===== config.mk =====
export PLATFORM = sky130hd
export DESIGN_NAME = ballast_fault_supervisor
export DESIGN_NICKNAME = d
export VERILOG_FILES = /design/src/rtl/ballast_pkg.sv /design/src/rtl/ballast_sync.sv /design/src/rtl/ballast_oc_counter.sv /design/src/rtl/ballast_mode_fsm.sv /design/src/rtl/ballast_fault_supervisor.sv
export SDC_FILE = /design/constraint.sdc
export NUM_CORES = 1
export LEC_CHECK = 0
export ABC_CLOCK_PERIOD_IN_PS = 3700
export CAP_MARGIN = 20
export CORE_MARGIN = 2
export CORE_UTILIZATION = 40
export DETAILED_ROUTE_END_ITERATION = 8
export PLACE_DENSITY = 0.78
export SETUP_SLACK_MARGIN = 0.2
export SLEW_MARGIN = 20
export SYNTH_ARGS = -nofsm -noshare
export SYNTH_HDL_FRONTEND = slang
export SYNTH_HIERARCHICAL = 1
export SYNTH_SLANG_ARGS = --single-unit

===== constraint.sdc =====
create_clock -name clk -period 3.7 [get_ports clk]
set_input_delay 0.37 -clock clk [delete_from_list [all_inputs] [get_ports clk]]
set_output_delay 0.37 -clock clk [all_outputs]
set_load 0.005 [all_outputs]

===== src/rtl/ballast_pkg.sv =====
package ballast_pkg;

  typedef enum logic [2:0] {
    MD_OFF     = 3'd0,
    MD_PREHEAT = 3'd1,
    MD_IGNITE  = 3'd2,
    MD_RUN     = 3'd3,
    MD_FAULT   = 3'd4
  } mode_t;

  localparam int MODE_W = 3;

endpackage


===== src/rtl/ballast_sync.sv =====
module ballast_sync #(
  parameter int W      = 2,
  parameter int STAGES = 2
) (
  input  logic         clk,
  input  logic         rst,
  input  logic [W-1:0] d,
  output logic [W-1:0] q
);

  logic [W-1:0] stg [STAGES];

  genvar g;
  generate
    for (g = 0; g < STAGES; g++) begin : g_stage
      if (g == 0) begin : g_first
        always_ff @(posedge clk) begin
          if (rst) stg[g] <= '0;
          else     stg[g] <= d;
        end
      end else begin : g_rest
        always_ff @(posedge clk) begin
          if (rst) stg[g] <= '0;
          else     stg[g] <= stg[g-1];
        end
      end
    end
  endgenerate

  assign q = stg[STAGES-1];

endmodule


===== src/rtl/ballast_oc_counter.sv =====
module ballast_oc_counter #(
  parameter int LIMIT = 25
) (
  input  logic clk,
  input  logic rst,
  input  logic oc_s,
  input  logic lo_s,
  input  logic count_en,
  input  logic clr,
  output logic hit,
  output logic at_limit
);

  localparam int CW = $clog2(LIMIT + 1);
  localparam logic [CW-1:0] LIM = CW'(LIMIT);

  logic          oc_d;
  logic [CW-1:0] cnt;

  // one strobe per rising edge of the flag, only inside the low-side phase
  assign hit      = oc_s & ~oc_d & lo_s;
  assign at_limit = (cnt == LIM);

  always_ff @(posedge clk) begin
    if (rst) begin
      oc_d <= 1'b0;
      cnt  <= '0;
    end else begin
      oc_d <= oc_s;
      if (clr)
        cnt <= '0;
      else if (count_en && hit && (cnt != LIM))
        cnt <= cnt + 1'b1;
    end
  end

endmodule


===== src/rtl/ballast_mode_fsm.sv =====
module ballast_mode_fsm
  import ballast_pkg::*;
(
  input  logic  clk,
  input  logic  rst,
  input  logic  vcc_on,
  input  logic  vcc_off,
  input  logic  sd_hi,
  input  logic  sd_lo,
  input  logic  eol_over,
  input  logic  eol_under,
  input  logic  warm_done,
  input  logic  strike_done,
  input  logic  oc_hit,
  input  logic  oc_at_limit,
  output mode_t mode_q,
  output logic  count_en,
  output logic  count_clr,
  output logic  hs_en,
  output logic  ls_en,
  output logic  pfc_en,
  output logic  tmr_rst,
  output logic  osc_stop
);

  mode_t nxt;
  logic  enter_run;
  logic  active_nxt;

  always_comb begin
    nxt       = mode_q;
    enter_run = 1'b0;
    if (vcc_off || sd_hi) begin
      nxt = MD_OFF;
    end else begin
      case (mode_q)
        MD_OFF:     if (vcc_on && sd_lo) nxt = MD_PREHEAT;
        MD_PREHEAT: begin
          if (oc_at_limit)    nxt = MD_FAULT;
          else if (warm_done) nxt = MD_IGNITE;
        end
        MD_IGNITE: begin
          if (oc_at_limit) begin
            nxt = MD_FAULT;
          end else if (strike_done) begin
            nxt       = MD_RUN;
            enter_run = 1'b1;
          end
        end
        MD_RUN:     if (eol_over || eol_under || oc_hit) nxt = MD_FAULT;
        MD_FAULT:   nxt = MD_FAULT;
        default:    nxt = MD_OFF;
      endcase
    end
  end

  assign active_nxt = (nxt == MD_PREHEAT) || (nxt == MD_IGNITE) || (nxt == MD_RUN);
  assign count_en   = (mode_q == MD_PREHEAT) || (mode_q == MD_IGNITE);
  assign count_clr  = (mode_q == MD_OFF) || enter_run;

  always_ff @(posedge clk) begin
    if (rst) begin
      mode_q   <= MD_OFF;
      hs_en    <= 1'b0;
      ls_en    <= 1'b0;
      pfc_en   <= 1'b0;
      tmr_rst  <= 1'b1;
      osc_stop <= 1'b1;
    end else begin
      mode_q   <= nxt;
      hs_en    <= active_nxt;
      ls_en    <= active_nxt;
      pfc_en   <= active_nxt;
      tmr_rst  <= ~active_nxt;
      osc_stop <= ~active_nxt;
    end
  end

endmodule


===== src/rtl/ballast_fault_supervisor.sv =====
module ballast_fault_supervisor #(
  parameter int OC_LIMIT    = 25,
  parameter int SYNC_STAGES = 2
) (
  input  logic       clk,
  input  logic       rst,
  input  logic       vcc_on_i,
  input  logic       vcc_off_i,
  input  logic       sd_hi_i,
  input  logic       sd_lo_i,
  input  logic       eol_over_i,
  input  logic       eol_under_i,
  input  logic       oc_i,
  input  logic       lo_phase_i,
  input  logic       warm_done_i,
  input  logic       strike_done_i,
  output logic       hs_en_o,
  output logic       ls_en_o,
  output logic       pfc_en_o,
  output logic       tmr_rst_o,
  output logic       osc_stop_o,
  output logic [2:0] mode_o
);

  logic [1:0]          async_in;
  logic [1:0]          sync_out;
  logic                oc_hit;
  logic                oc_at_limit;
  logic                count_en;
  logic                count_clr;
  ballast_pkg::mode_t  mode_q;

  assign async_in = {lo_phase_i, oc_i};

  ballast_sync #(.W(2), .STAGES(SYNC_STAGES)) i_sync (
    .clk (clk),
    .rst (rst),
    .d   (async_in),
    .q   (sync_out)
  );

  ballast_oc_counter #(.LIMIT(OC_LIMIT)) i_cnt (
    .clk      (clk),
    .rst      (rst),
    .oc_s     (sync_out[0]),
    .lo_s     (sync_out[1]),
    .count_en (count_en),
    .clr      (count_clr),
    .hit      (oc_hit),
    .at_limit (oc_at_limit)
  );

  ballast_mode_fsm i_fsm (
    .clk         (clk),
    .rst         (rst),
    .vcc_on      (vcc_on_i),
    .vcc_off     (vcc_off_i),
    .sd_hi       (sd_hi_i),
    .sd_lo       (sd_lo_i),
    .eol_over    (eol_over_i),
    .eol_under   (eol_under_i),
    .warm_done   (warm_done_i),
    .strike_done (strike_done_i),
    .oc_hit      (oc_hit),
    .oc_at_limit (oc_at_limit),
    .mode_q      (mode_q),
    .count_en    (count_en),
    .count_clr   (count_clr),
    .hs_en       (hs_en_o),
    .ls_en       (ls_en_o),
    .pfc_en      (pfc_en_o),
    .tmr_rst     (tmr_rst_o),
    .osc_stop    (osc_stop_o)
  );

  assign mode_o = mode_q;

endmodule


==> results of run 1 <==
-- worst max-delay path, stage by stage, from the launching register on --
cell	delay [ns]
dfxtp_1	0.37
inv_1	0.05
ha_1	0.17
and4b_1	0.31
or4b_1	0.57
a211oi_1	0.23
or2_2	0.21
a21oi_1	0.05
-- layout by cell type (no fill, tap or decap), drive strengths merged, types with 2 or more instances in the layout --
cell type and instances:
a21oi 6, nor2b 5, nand2 3, nand3 3
nor2 5, ha 2, clkdlybuf4s50 19, dfxtp 15
a211oi 2, o21ai 9, clkbuf 4, or4b 2
or4 2, or3 5
-- cells by family (layout without fill, tap and decap cells) --
group / after synthesis / after routing
buf+inv: 9 / 25
simple gates: 33 / 33
fa+ha+maj: 2 / 2
xor+xnor: 1 / 1
compound gates: 22 / 22
flops: 15 / 15
-- state kept, by name (all words and copies together), names as in the netlist --
register and flops:
i_sync/stg 4, i_cnt/cnt 5, i_fsm/mode_q 3, i_cnt/oc_d 1, i_fsm/pfc_en 1, i_fsm/osc_stop 1
-- final cells by class --
type                       count  area [µm²]  share of cell area
tap                           25        31.3              0.0326
sequential                    15         300               0.312
clock buffer                   4        26.3              0.0273
multi-input combinational     58         404               0.421
timing repair buffer          19         190               0.198
inverter                       2        8.76             0.00911
-- layer usage --
layer  global-route usage  vias to the layer above  wire length [µm]
met5                    0                        -                 0
li1                     -                      330                 -
met4               0.0811                        0                21
met3               0.0792                        2               107
met1                0.200                      294               706
met2                0.227                       20               614
-- power breakdown --
part | switching, mW | internal, mW
Combinational | 0.00703 | 0.0168
Clock | 0.0502 | 0.0419
Sequential | 0.00212 | 0.164
-- final timing paths --
check,startpoint,cells past startpoint,endpoint,slack (ns)
hold / removal,i_sync/stg[0][1],1,i_sync/stg[1][1],0.44
setup / recovery,i_cnt/cnt[1],7,i_cnt/cnt[1],1.62
setup reg to reg,i_cnt/cnt[1],7,i_cnt/cnt[1],1.62
hold reg to reg,i_sync/stg[0][1],1,i_sync/stg[1][1],0.44
==> key figures, run 1 <==
Status
  • Status: finished, final reports clean

GRT
  • All-Layer GR Usage: 0.160
  • Largest net degree at the start of global routing: 14
  • Overflow left after global routing: 0
  • First-pass GRT wire length: 2.41 mm
  • Initial antenna violation count: 0
  • Vias in the first global route: 572

Synthesis
  • YS warnings: 6
  • Async S/R FF share, synth: 0
  • Synth top area share: 0.386
  • #FFs+latches synth: 15
  • Top post-synthesis cells by count: dfxtp_1 (15), o21ai_0 (9), a21oi_1 (6), nor2_1 (5), nor2b_1 (5)
  • Synth Area in Adders: 0.0322
  • Post-synth cell types: 33
  • Compound-Gate Fraction of Synth Area: 0.172
  • Mapped Avg Cell Area: 9.48 µm²
  • Syn nets: 96
  • Ys flop type: dfxtp_1
  • Post-synth EDFFs: 0
  • Post-synthesis sequential area ratio: 0.386
  • Largest family of logic cells by synthesized area: simple AND/OR/NAND/NOR gates
  • Mux cell area share after synthesis: 0
  • Most common cell in the netlist: dfxtp_1
  • Area contributors post-synth: dfxtp_1 (39%), o21ai_0 (5.8%), nor2b_1 (4.0%), a21oi_1 (3.9%), ha_1 (3.2%)
  • Synthesized area: 777 µm²
  • Area share of and/or/nand/nor cells after synthesis: 0.304
  • Synth Area in XOR/XNOR: 0.0113
  • Cell taking the most area after synthesis: dfxtp_1
  • Synth Instances: 82

Floorplanning
  • Core area: 0.00178 mm²
  • Die Height: 48.1 µm
  • Die footprint: 0.00231 mm²
  • Die Wd: 48.1 µm
  • Initial Util: 0.436
  • Ports: 20
  • Row count: 15

Cells and area
  • # fillers: 167
  • N_diodes: 0
  • Layout cell share with drive strength beyond 1: 0.102
  • Final Core Density: 0.539
  • Post-Layout Inst Area: 961 µm²
  • Number of non-filler instances in the completed layout: 123
  • Final #Nets: 113
  • Area growth, synth to finish: 23.7%

Power and ir drop
  • Total power: 282 µW
  • Max IR drop VDD: 0.000179 V
  • Power Density: 294 mW/mm²
  • Leakage dissipation: 0.360 nW

Detailed routing
  • Drt first-iter violations: 9
  • Wire per inst: 11.8 µm
  • Final WL: 1.45 mm
  • Vias/cell: 5.25
  • DR vias: 646
  • Antenna viol nets, final: 0
  • Drt pass-1 iters: 4
  • Remaining DRCs: 0

Timing
  • RSZ-0062 raised after global routing: no
  • Post-Route Skew: 0.00715 ns
  • Final period util: 0.562
  • Rel. slew slack: 0.689
  • Hold slack final: 0.442 ns
  • Setup TNS: 0 ns
  • Finish-stage setup viols: 0
  • Final worst slack: 1.62 ns
  • Achievable clock frequency: 481 MHz
  • Min cycle time layout: 2.08 ns
  • Final Hold Viols: 0
  • Slew Limit Fails: 0
  • Slew @ Worst Pin: 0.459 ns

Clock tree
  • Clk_lat worst skew: 0.28 ns
  • Hold_buf cts: 0
  • CTS tree: done
  • Post-CTS setup buffer count: 0
  • H-Tree Depth: 1
  • Num Clock Sinks: 15
  • CTS Buffer Depth: 2
  • Clock transition at path regs: 0.08 ns
  • Num CTS Buffers: 3
  • PostCTS Resize Cnt: 0
  • Clock Tree Root: clkbuf_4

Worst setup path
  • Critical path endpoint category: flop
  • Worst Path Arrival: 2.25 ns
  • Worst setup SP type: flop
  • Worst EP required: 3.87 ns
  • CP max FO: 12
  • Crit Path Class: reg -> reg

Placed design
  • DP Cell Count: 119
  • RePlAce Congestion: 0.765
  • Hpwl dp: 1.10 mm
  • PortBufs: 19
  • Pre-CTS setup slack: 1.67 ns
  • Placed standard-cell area: 935 µm²

Min path
  • Hold crit path type: reg -> reg

Job
  • Max Cap Viol: 0
No activity file was read; power rests on OpenSTA's default activity.
==> inputs of run 2 (changes only) <==
- ABC_CLOCK_PERIOD_IN_PS: 3700 -> 2000
- clock period: 3.7 -> 2 ns (I/O delays scaled with it)
==> run 2 against run 1 <==
Net effect: routed wire length is 14% higher; global-route usage up 0.26 points; worst setup slack got worse by 1.4 ns; total power up 92%; sequential share of layout area down 2.0 points; critical endpoint is now i_cnt/cnt[0].
==> key figures, run 2 (same netlist as run 1, synthesis figures left out) <==
Status
  • Status: finished, final reports clean

Cells and area
  • Area growth, synth to finish: 34.3%
  • N_diodes: 0
  • Final #Nets: 118
  • Most common cell after layout, fill and taps aside: clkdlybuf4s50_1
  • Layout cell share with drive strength beyond 1: 0.262
  • Largest regs: i_cnt/cnt (5), i_sync/stg (4), i_fsm/mode_q (3)
  • Largest Register: i_cnt/cnt
  • Post-Layout Inst Area: 0.00104 mm²
  • FF+latch area: 305 µm²
  • # fillers: 166
  • Commonest non-fill, non-tap cells in the layout: clkdlybuf4s50_1 (19), dfxtp_1 (11), o21ai_0 (9)
  • Multi-input gate area: 440 µm²
  • Max reg flops: 5

Power and ir drop
  • Clock network power share: 0.343
  • Net load switching power: 129 µW
  • Pint: 414 µW
  • Max IR drop VDD: 0.000454 V
  • Switch share: 0.238
  • Power Density: 521 mW/mm²
  • Leakage dissipation: 0.395 nW
  • Combinational share of power: 0.090
  • Total power: 543 µW
  • Seq pwr share: 0.568

Worst setup path
  • CP startpoint: i_cnt/cnt[1]
  • Worst EP required: 2.18 ns
  • Path depth of the worst reg2reg path: 7
  • Critical path endpoint category: flop
  • R2R Path End: i_cnt/cnt[0]
  • CP max FO: 5
  • Worst setup SP type: flop
  • Crit Path Class: reg -> reg
  • End point of the critical path: i_cnt/cnt[0]
  • Worst reg2reg setup slack: 0.21 ns
  • Worst Path Arrival: 1.97 ns
  • Reg-to-reg startpoint: i_cnt/cnt[1]

Placed design
  • RePlAce Congestion: 0.849
  • PortBufs: 19
  • Placed standard-cell area: 958 µm²
  • Hpwl dp: 1.14 mm

Timing
  • Setup TNS: 0 ns
  • Slew @ Worst Pin: 0.381 ns
  • RSZ-0062 raised after global routing: yes
  • Min cycle time layout: 1.79 ns
  • Final period util: 0.894
  • Post-Route Skew: 0.00222 ns
  • Final Hold Viols: 0
  • Achievable clock frequency: 559 MHz
  • Rel. slew slack: 0.745
  • Finish-stage setup viols: 0
  • Slew Limit Fails: 0

Floorplanning
  • Die footprint: 0.00231 mm²
  • Initial Util: 0.436
  • Row count: 15
  • Die Height: 48.1 µm
  • Core area: 0.00178 mm²
  • Die Wd: 48.1 µm
  • Ports: 20

GRT
  • Vias in the first global route: 644
  • Largest net degree at the start of global routing: 14
  • First-pass GRT wire length: 2.64 mm
  • All-Layer GR Usage: 0.163
  • Overflow left after global routing: 0
  • Initial antenna violation count: 0

Min path
  • Hold crit path type: reg -> reg
  • Hold path depth: 1

Clock tree
  • Num Clock Sinks: 15
  • H-Tree Depth: 1
  • Num CTS Buffers: 3
  • Hold_buf cts: 0
  • Clk_lat worst skew: 0.29 ns
  • CTS Buffer Depth: 2
  • Clock transition at path regs: 0.10 ns
  • Clock Tree Root: clkbuf_4
  • CTS tree: done

Job
  • Max Cap Viol: 0

Detailed routing
  • Remaining DRCs: 0
  • Antenna viol nets, final: 0
  • Vias/cell: 5.21
  • DR vias: 667
  • Final WL: 1.66 mm
  • Drt first-iter violations: 15
  • Wire per inst: 13.0 µm
  • Drt pass-1 iters: 4
==> run 2: layer usage <==
layer  vias to the layer above  part of all wire  track usage
li1                        339                 -            -
met1                       310              0.47        0.204
met2                        16              0.48        0.261
met3                         2             0.042       0.0604
met4                         0            0.0036       0.0432
met5                         -                 0            0
==> run 2: worst max-delay path, cell delays in order, from the launching register on <==
cell and delay [ns]:
dfxtp_2 0.36, inv_2 0.05, ha_4 0.14, and4b_2 0.24
or4b_4 0.49, a211oi_2 0.18, or2_4 0.18, a21oi_1 0.05
==> run 2: how the worst min path moves through the flow <==
stage                     start                to  slack (ns)
2_1_floorplan               rst        i_cnt/oc_d        0.27
3_3_place_gp   i_sync/stg[0][1]  i_sync/stg[1][1]        0.42
3_5_place_dp   i_sync/stg[0][1]  i_sync/stg[1][1]        0.43
4_1_cts                    oc_i  i_sync/stg[0][0]        0.45
5_1_grt              lo_phase_i  i_sync/stg[0][1]        0.45
6_report       i_sync/stg[0][1]  i_sync/stg[1][1]        0.45
==> run 2: area by class of cell <==
cell class	count	area share
flip-flops and latches	15	0.293
well taps	25	0.0300
multi-input cells	58	0.422
repair buffers	24	0.218
clock buffers	3	0.0216
clock inverters	1	0.00719
inverters	2	0.00839
==> run 2: stage by stage <==
stage,hold WS (ns),cells,setup WS [ns],util
floorplan,0.272,82,0.218,-
global placement,0.419,121,0.221,0.538
detailed placement,0.430,121,0.160,0.538
CTS,0.451,128,0.202,0.573
global route,0.454,128,0.167,0.585
finish,0.448,128,0.211,0.585
==> run 2: power by group through the flow <==
stage          Combinational (mW)  Sequential (mW)  Clock [mW]
2_1_floorplan              0.0168            0.314           0
3_3_place_gp               0.0457            0.315           0
3_5_place_dp               0.0464            0.315           0
4_1_cts                    0.0479            0.308       0.192
5_1_grt                    0.0529            0.309       0.208
6_report                   0.0488            0.308       0.186
==> run 2: timing repair <==
item,4_1_cts,5_1_grt
setup buffers,3,0
endpoints found under the setup margin,8,8
pin swaps,1,1
gates resized for setup,3,7
hold endpoints to repair,0,0
